===== src/rtl/ecc_err_log.sv =====
`timescale 1ns/1ps
module ecc_err_log #(
  parameter int ADDR_W = 32,
  parameter int DROP_W = 13,
  parameter int SYN_W  = 8
) (
  input  logic              clk,
  input  logic              rst_n,
  input  logic              err_valid,
  input  logic              err_single,
  input  logic              err_multi,
  input  logic [ADDR_W-1:0] err_addr,
  input  logic [SYN_W-1:0]  err_syn,
  input  logic              reg_wr,
  input  logic [31:0]       reg_wdata,
  output logic [31:0]       reg_rdata,
  output logic              nmi_req,
  output logic              buserr_req,
  output logic              scrub_req,
  output logic [ADDR_W-1:0] scrub_addr
);
  localparam int KEEP_W = ADDR_W - DROP_W;
  localparam int SYN_LO = 4;
  localparam int ADR_LO = SYN_LO + SYN_W;
  localparam int DIS_B  = ADR_LO + KEEP_W;

  logic              st_sbe, st_mbe;
  logic              en_nmi, en_bus, scrub_dis;
  logic [KEEP_W-1:0] log_addr;
  logic [SYN_W-1:0]  log_syn;

  wire held    = st_sbe | st_mbe;
  wire take    = ~held & err_valid & (err_single | err_multi);
  wire clr_req = reg_wr & (&reg_wdata[1:0]);

  always_ff @(posedge clk) begin
    if (!rst_n) begin
      st_sbe     <= 1'b0;
      st_mbe     <= 1'b0;
      log_addr   <= '0;
      log_syn    <= '0;
      scrub_req  <= 1'b0;
      scrub_addr <= '0;
    end else begin
      scrub_req <= take & err_single & ~err_multi & ~scrub_dis;
      if (take) begin
        st_mbe     <= err_multi;
        st_sbe     <= ~err_multi;
        log_addr   <= err_addr[ADDR_W-1:DROP_W];
        log_syn    <= err_syn;
        scrub_addr <= {err_addr[ADDR_W-1:DROP_W], {DROP_W{1'b0}}};
      end else if (clr_req) begin
        st_sbe <= 1'b0;
        st_mbe <= 1'b0;
      end
    end
  end

  always_ff @(posedge clk) begin
    if (!rst_n) begin
      scrub_dis <= 1'b0;
      en_bus    <= 1'b0;
      en_nmi    <= 1'b0;
    end else if (reg_wr) begin
      scrub_dis <= reg_wdata[DIS_B];
      en_bus    <= reg_wdata[3];
      en_nmi    <= reg_wdata[2];
    end
  end

  assign reg_rdata  = {scrub_dis, log_addr, log_syn, en_bus, en_nmi, st_mbe, st_sbe};
  assign nmi_req    = st_sbe & en_nmi;
  assign buserr_req = st_mbe & en_bus;
endmodule


===== config.mk =====
export PLATFORM = sky130hd
export DESIGN_NAME = ecc_err_log
export DESIGN_NICKNAME = d
export VERILOG_FILES = /design/src/rtl/ecc_err_log.sv
export SDC_FILE = /design/constraint.sdc
export NUM_CORES = 1
export LEC_CHECK = 0
export ABC_AREA = 0
export BUFFER_PORTS_ARGS = -buffer_cell sky130_fd_sc_hd__buf_2
export CORE_UTILIZATION = 40
export CTS_CLUSTER_DIAMETER = 50
export DETAILED_ROUTE_END_ITERATION = 10
export GPL_TIMING_DRIVEN = 0
export PLACE_DENSITY = 0.85
export SYNTH_ARGS = -nofsm -noshare
export SYNTH_HDL_FRONTEND = slang
export SYNTH_SLANG_ARGS = --single-unit

===== constraint.sdc =====
create_clock -name clk -period 1.7 [get_ports clk]
set_input_delay 0.085 -clock clk [delete_from_list [all_inputs] [get_ports clk]]
set_output_delay 0.085 -clock clk [all_outputs]
set_load 0.005 [all_outputs]

==> run_results.csv, run 1 <==
group,metric,value,unit
cts,clock_tree.root_cell,"clkbuf_8",
cts,clk_pin_slew,70,ps
cts,hold_buffers,0,
finish,drive_gt1_frac,0.497,
synth,ys_seq_area_frac,0.409,
critical_path,cp_slowest_cell,"nor4b_4",
power,power_density,831,nW/µm²
floorplanning,start_util,0.429,
global_route,overflow,0,
worst_hold_path,hp-class,"primary input to flip-flop",
critical_path,r2r_slack,440,ps
synth,ys_seq_elements,33,
power,seq_power_share,0.460,
cts,cts_tree,"built",
status,status,"completed",
cts,cts_post_setup_buffers_inserted,0,
routing,postRouteAntennaNets,0,
critical_path,path_cells,"nor4b_4 -> buf_6 -> mux2i_1",
finish,fin_nets,365,
finish,layoutNonFillerInstCount,336,
cts,htree_num_levels,2,
routing,wl_met2,1570,µm
critical_path,r2r_cells,3,
global_route,gr-usage-all-layers,0.153,
global_route,grt_start_max_net_pins,11,
power,power_frac_comb,0.203,
synth,synthTopCellsByCount,"nand2_1 (54), buf_4 (37), dfxtp_1 (33), mux2i_1 (30), clkbuf_1 (4)",
routing,vias,1425,
sta,fmax,791,MHz
floorplanning,core,3770,µm²
synth,yosysUniqueCellTypes,18,
floorplanning,die_h,65.6,µm
power,netSwitchingFraction,0.246,
synth,synth_area_leaders,"dfxtp_1 (41%), mux2i_1 (19%), buf_4 (17%)",
flow_run,max-cap-violations,0,
floorplanning,io_pins,145,
worst_hold_path,worst_hold_path.endpoint,"log_syn[1]",
cts,clock_latency,280,ps
routing,top_layer_used,"met4",
sta,hold_viol,0,
sta,min_period,1260,ps
sta,final_max_slew_viol_count,0,
finish,postLayoutCoreUtil,0.603,
routing,wl_per_cell,9.49,µm
synth,ys.flop_type,"dfxtp_1",
synth,synth.top_cell.area_share,0.409,
critical_path,crit_family,"simple AND/OR/NAND/NOR gates",
synth,synth.most_common_cell,"nand2_1",
synth,syn_inst,178,
cts,clockBufferDepth,2,
global_route,grt_pass1_vias,1162,
power,peakVddDrop,0.504,mV
placed_design,port_buffers,90,
routing,drtPass1Iterations,4,
critical_path,r2r-end,"log_addr[14]",
floorplanning,dieArea,4300,µm²
sta,fin_setup_tns,0,ps
power,power_frac_clock,0.337,
placed_design,dp_hpwl,2480,µm
floorplanning,die_x,65.6,µm
floorplanning,num_rows,22,
cts,cts_buffers,5,
sta,skew,3.80,ps
synth,syn_area_per_cell,9.08,µm²
critical_path,r2r_start,"st_mbe",
finish,n_antenna_cell,0,
routing,first_iter_violations,36,
sta,setup_viol,0,
global_route,grt_first_pass_wirelength,5020,µm
routing,met3_length,251,µm
synth,yosysWarningCount,0,
critical_path,path_class,"flip-flop to flip-flop",
synth,synth-async-reset-ratio,0,
global_route,antenna_found_initial,0,
critical_path,cp.required,1910,ps
finish,areaGrowthSynthToFinish,40.6,%
placed_design,finalWeightedCongestion,0.691,
power,p_leak,1.29,nW
cts,post_cts_resized,0,
critical_path,max_stage_delay,410,ps
routing,vias_per_cell,4.24,
synth,yosysTopAreaCell,"dfxtp_1",
power,p_int,1.42,mW
sta,layout_setup_ws,436,ps
sta,rsz0062_at_grt,"no",
power,p_switching,464,µW
synth,synth_edf_count,0,
cts,cts_sinks,33,
critical_path,arrival,1470,ps
critical_path,start_kind,"flip-flop",
critical_path,critPathBufInv,1,
routing,drcViolationCount,0,
placed_design,placed_cells,328,
synth,netlist_area,1620,µm²
critical_path,cp_max_fo,10,
critical_path,end_kind,"flip-flop",
worst_hold_path,min_path_cells,3,
sta,fin_crit_sh,0.744,
placed_design,place_ws,439,ps
routing,wl,3190,µm
worst_hold_path,hp-start,"err_syn[1]",
routing,drt-met1-wl,1320,µm
==> cell type report <==
class	instances	area (µm²)
timing repair buffer	90	450
multi-input combinational	110	659
clock buffer	7	96.3
sequential	33	661
tap	48	60.1
buffer	47	342
clock inverter	1	5.00
fill	347	1500
==> sequential cells by signal, summed over array words and instances, names as in the netlist <==
register and count:
en_bus 1, en_nmi 1, log_addr 19, log_syn 8, scrub_dis 1, scrub_req 1, st_mbe 1, st_sbe 1
==> metrics by stage <==
| stage | cell area, µm² | hold WS [ps] | total power, mW |
|---|---|---|---|
| 6_report | 2270 | 47.6 | 1.89 |
| 5_1_grt | 2270 | 40.4 | 2.00 |
| 4_1_cts | 2270 | 36.1 | 1.92 |
| 3_5_place_dp | 2170 | 339 | 1.27 |
| 3_3_place_gp | 2170 | 334 | 1.27 |
| 2_1_floorplan | 1660 | 219 | 1.12 |
==> kinds of logic (layout without fill, tap and decap cells) <==
family / Yosys count / count (layout) / share of synthesized area
multiplexers: 30 / 30 / 0.186
other: 1 / 13 / 0.00232
AO/OA/AOI/OAI: 2 / 2 / 0.0116
AND/OR/NAND/NOR: 65 / 65 / 0.180
flip-flops: 33 / 33 / 0.409
buffers and inverters: 47 / 145 / 0.211
==> layer usage <==
metal,global-route usage,vias to the layer above
met5,0,-
met4,0.0571,0
met3,0.0694,7
met2,0.256,62
met1,0.168,621
li1,-,735
==> cell usage in the layout (no fill, tap or decap), drive strengths merged <==
cell	instances
mux2i	30
a31o	1
buf	133
and3	1
dfxtp	33
clkbuf	11
nor4b	1
nand2	54
nand3	1
and4b	1
nor2b	3
a32o	1
clkinv	1
conb	13
and2b	1
nor2	1
and2	2
==> power groups by stage <==
stage / clock [mW] / combinational, mW / sequential [mW]
finish: 0.636 / 0.384 / 0.869
global placement: 0 / 0.383 / 0.884
floorplan: 0 / 0.234 / 0.887
CTS: 0.660 / 0.388 / 0.870
global route: 0.700 / 0.426 / 0.876
detailed placement: 0 / 0.388 / 0.886
==> worst max path at each step <==
stage,to,cells past startpoint,slack [ps],start
floorplan,log_addr[0],3,570,st_mbe
global placement,log_addr[7],3,460,st_mbe
detailed placement,log_syn[0],3,440,st_mbe
CTS,log_addr[7],3,420,st_mbe
global route,log_addr[9],3,330,st_mbe
finish,log_addr[14],3,440,st_mbe
==> tightest hold or removal path, stage by stage <==
cell	delay [ps]
buf_2	90
nand2_1	40
mux2i_1	50
Note: power is estimated with default switching activity, not from simulation.
==> inputs of run 2 (changes only) <==
Settings changed: CORE_UTILIZATION 40 to 37, PLACE_DENSITY 0.85 to 0.79.
Clock period 1.7 ns to 1.2 ns, I/O delays scaled along.
==> run 2 against run 1 <==
Critical path depth up 1. Clock skew about the same. Power grew 44%. Die area up 7.9%. Wire length up 9.0%. Non-clock buffer count is 2 higher. Register-to-register slack got worse by 410 ps.
==> run_results.csv, run 2 (synthesized netlist as in run 1, its figures left out) <==
group,metric,value,unit
status,status,"completed",
global_route,gr-usage-all-layers,0.156,
floorplanning,start_util,0.396,
global_route,grt_pass1_vias,1211,
placed_design,dp_hpwl,2630,µm
critical_path,cp_slowest_cell,"dfxtp_2",
worst_hold_path,hp-class,"primary input to flip-flop",
finish,layoutNonFillerInstCount,340,
routing,vias_per_cell,4.28,
finish,areaGrowthSynthToFinish,43.9,%
sta,skew,4.01,ps
power,power_density,1170,nW/µm²
critical_path,start_kind,"flip-flop",
routing,drcViolationCount,0,
finish,largest_register_ffs,19,
critical_path,cp_max_fo,5,
floorplanning,core,4090,µm²
critical_path,path_cells,"nor4b_4 -> buf_6 -> buf_8 -> mux2i_2",
placed_design,finalWeightedCongestion,0.650,
critical_path,max_stage_delay,340,ps
global_route,antenna_found_initial,0,
global_route,overflow,0,
cts,clock_tree.root_cell,"clkbuf_8",
routing,drtPass1Iterations,4,
critical_path,end_kind,"flip-flop",
finish,seqCellArea,663,µm²
cts,cts_buffers,5,
sta,rsz0062_at_grt,"yes",
placed_design,place_ws,-69.6,ps
floorplanning,die_h,68.1,µm
global_route,grt_start_max_net_pins,11,
cts,clk_pin_slew,70,ps
floorplanning,dieArea,4640,µm²
floorplanning,num_rows,23,
power,peakVddDrop,0.718,mV
finish,reg_top3,"log_addr (19), log_syn (8)",
sta,final_max_slew_viol_count,0,
cts,clock_latency,280,ps
critical_path,path_class,"flip-flop to flip-flop",
routing,wl,3470,µm
floorplanning,die_x,68.1,µm
placed_design,port_buffers,90,
cts,clockBufferDepth,2,
cts,cts_tree,"built",
sta,fin_crit_sh,0.981,
routing,vias,1454,
routing,wl_per_cell,10.2,µm
power,p_leak,1.31,nW
cts,htree_num_levels,2,
sta,fmax,849,MHz
flow_run,max-cap-violations,0,
placed_design,placed_cells,330,
critical_path,cp.required,1400,ps
sta,setup_viol,0,
sta,min_period,1180,ps
critical_path,arrival,1380,ps
floorplanning,io_pins,145,
finish,regMostFlops,"log_addr",
sta,layout_setup_ws,22.6,ps
routing,postRouteAntennaNets,0,
finish,drive_gt1_frac,0.510,
sta,hold_viol,0,
finish,final_cell_mix,"buf_2 (93), nand2_1 (54), buf_4 (37), dfxtp_1 (31), mux2i_1 (29)",
finish,final_common_cell,"buf_2",
routing,first_iter_violations,70,
worst_hold_path,hp-start,"err_syn[2]",
global_route,grt_first_pass_wirelength,5330,µm
finish,multi_input_area,663,µm²
finish,nFillCells,376,
critical_path,startpoint,"st_mbe",
finish,n_antenna_cell,0,
critical_path,r2r_start,"st_mbe",
finish,fin_nets,367,
cts,cts_sinks,33,
==> run 2: changes by cell type in the layout (fill, tap and decap cells not counted) <==
cell     change
buf_12       +2
buf_6        -1
buf_8        +1
dfxtp_1      -2
dfxtp_2      +2
mux2i_1      -1
mux2i_2      +1
==> run 2: final timing paths <==
path / cells past startpoint / slack (ps) / endpoint
setup / recovery: 4 / 20 / log_addr[0]
hold / removal: 3 / 20 / log_syn[2]
setup reg to reg: 4 / 20 / log_addr[0]
hold reg to reg: 2 / 460 / log_syn[4]
==> run 2: stage by stage <==
stage	instance area (µm²)	utilization	TNS (ps)	hold WS, ps	power (mW)
6_report	2330	0.569	0	19.1	2.72
5_1_grt	2330	0.569	-1060	11.6	2.89
4_1_cts	2300	0.564	0	12.0	2.74
3_5_place_dp	2170	0.532	-633	313	1.81
3_3_place_gp	2170	0.532	-476	306	1.80
2_1_floorplan	1660	-	0	194	1.59
==> run 2: power by group <==
group          total [mW]  leakage, nW  switching, mW  internal [mW]
registers            1.23        0.271         0.0539           1.18
clock network       0.905       0.0542          0.386          0.518
logic               0.585        0.979          0.232          0.354
total                2.72         1.31          0.672           2.05
==> run 2: critical path: cells and delay by family, from the launching register on <==
| family | cells | cell delay, ps |
|---|---|---|
| buf+inv | 2 | 300 |
| simple gates | 1 | 260 |
| mux | 1 | 200 |
| flops | 1 | 340 |
==> run 2: area by class of cell <==
type	instances	area share
Sequential cell	33	0.285
Buffer	47	0.156
Clock inverter	1	0.00215
Timing Repair Buffer	92	0.203
Clock buffer	7	0.0414
Tap cell	50	0.0269
Multi-Input combinational cell	110	0.285
==> run 2: routing by layer <==
metal / track usage / wire (µm) / vias to the layer above / part of all wire
met1: 0.175 / 1480 / 642 / 0.43
li1: - / - / 745 / -
met3: 0.0567 / 288 / 4 / 0.083
met5: 0 / 0 / - / 0
met2: 0.270 / 1680 / 63 / 0.48
met4: 0.0547 / 31 / 0 / 0.0089
==> run 2: timing repair <==
item                       CTS  global route
hold endpoints to repair     0             0
cloned                       1             0
buffers inserted             1             0
pin swaps                    1             1
hold buffers                 0             0
setup endpoints to repair   28            28
resized for setup            5             6
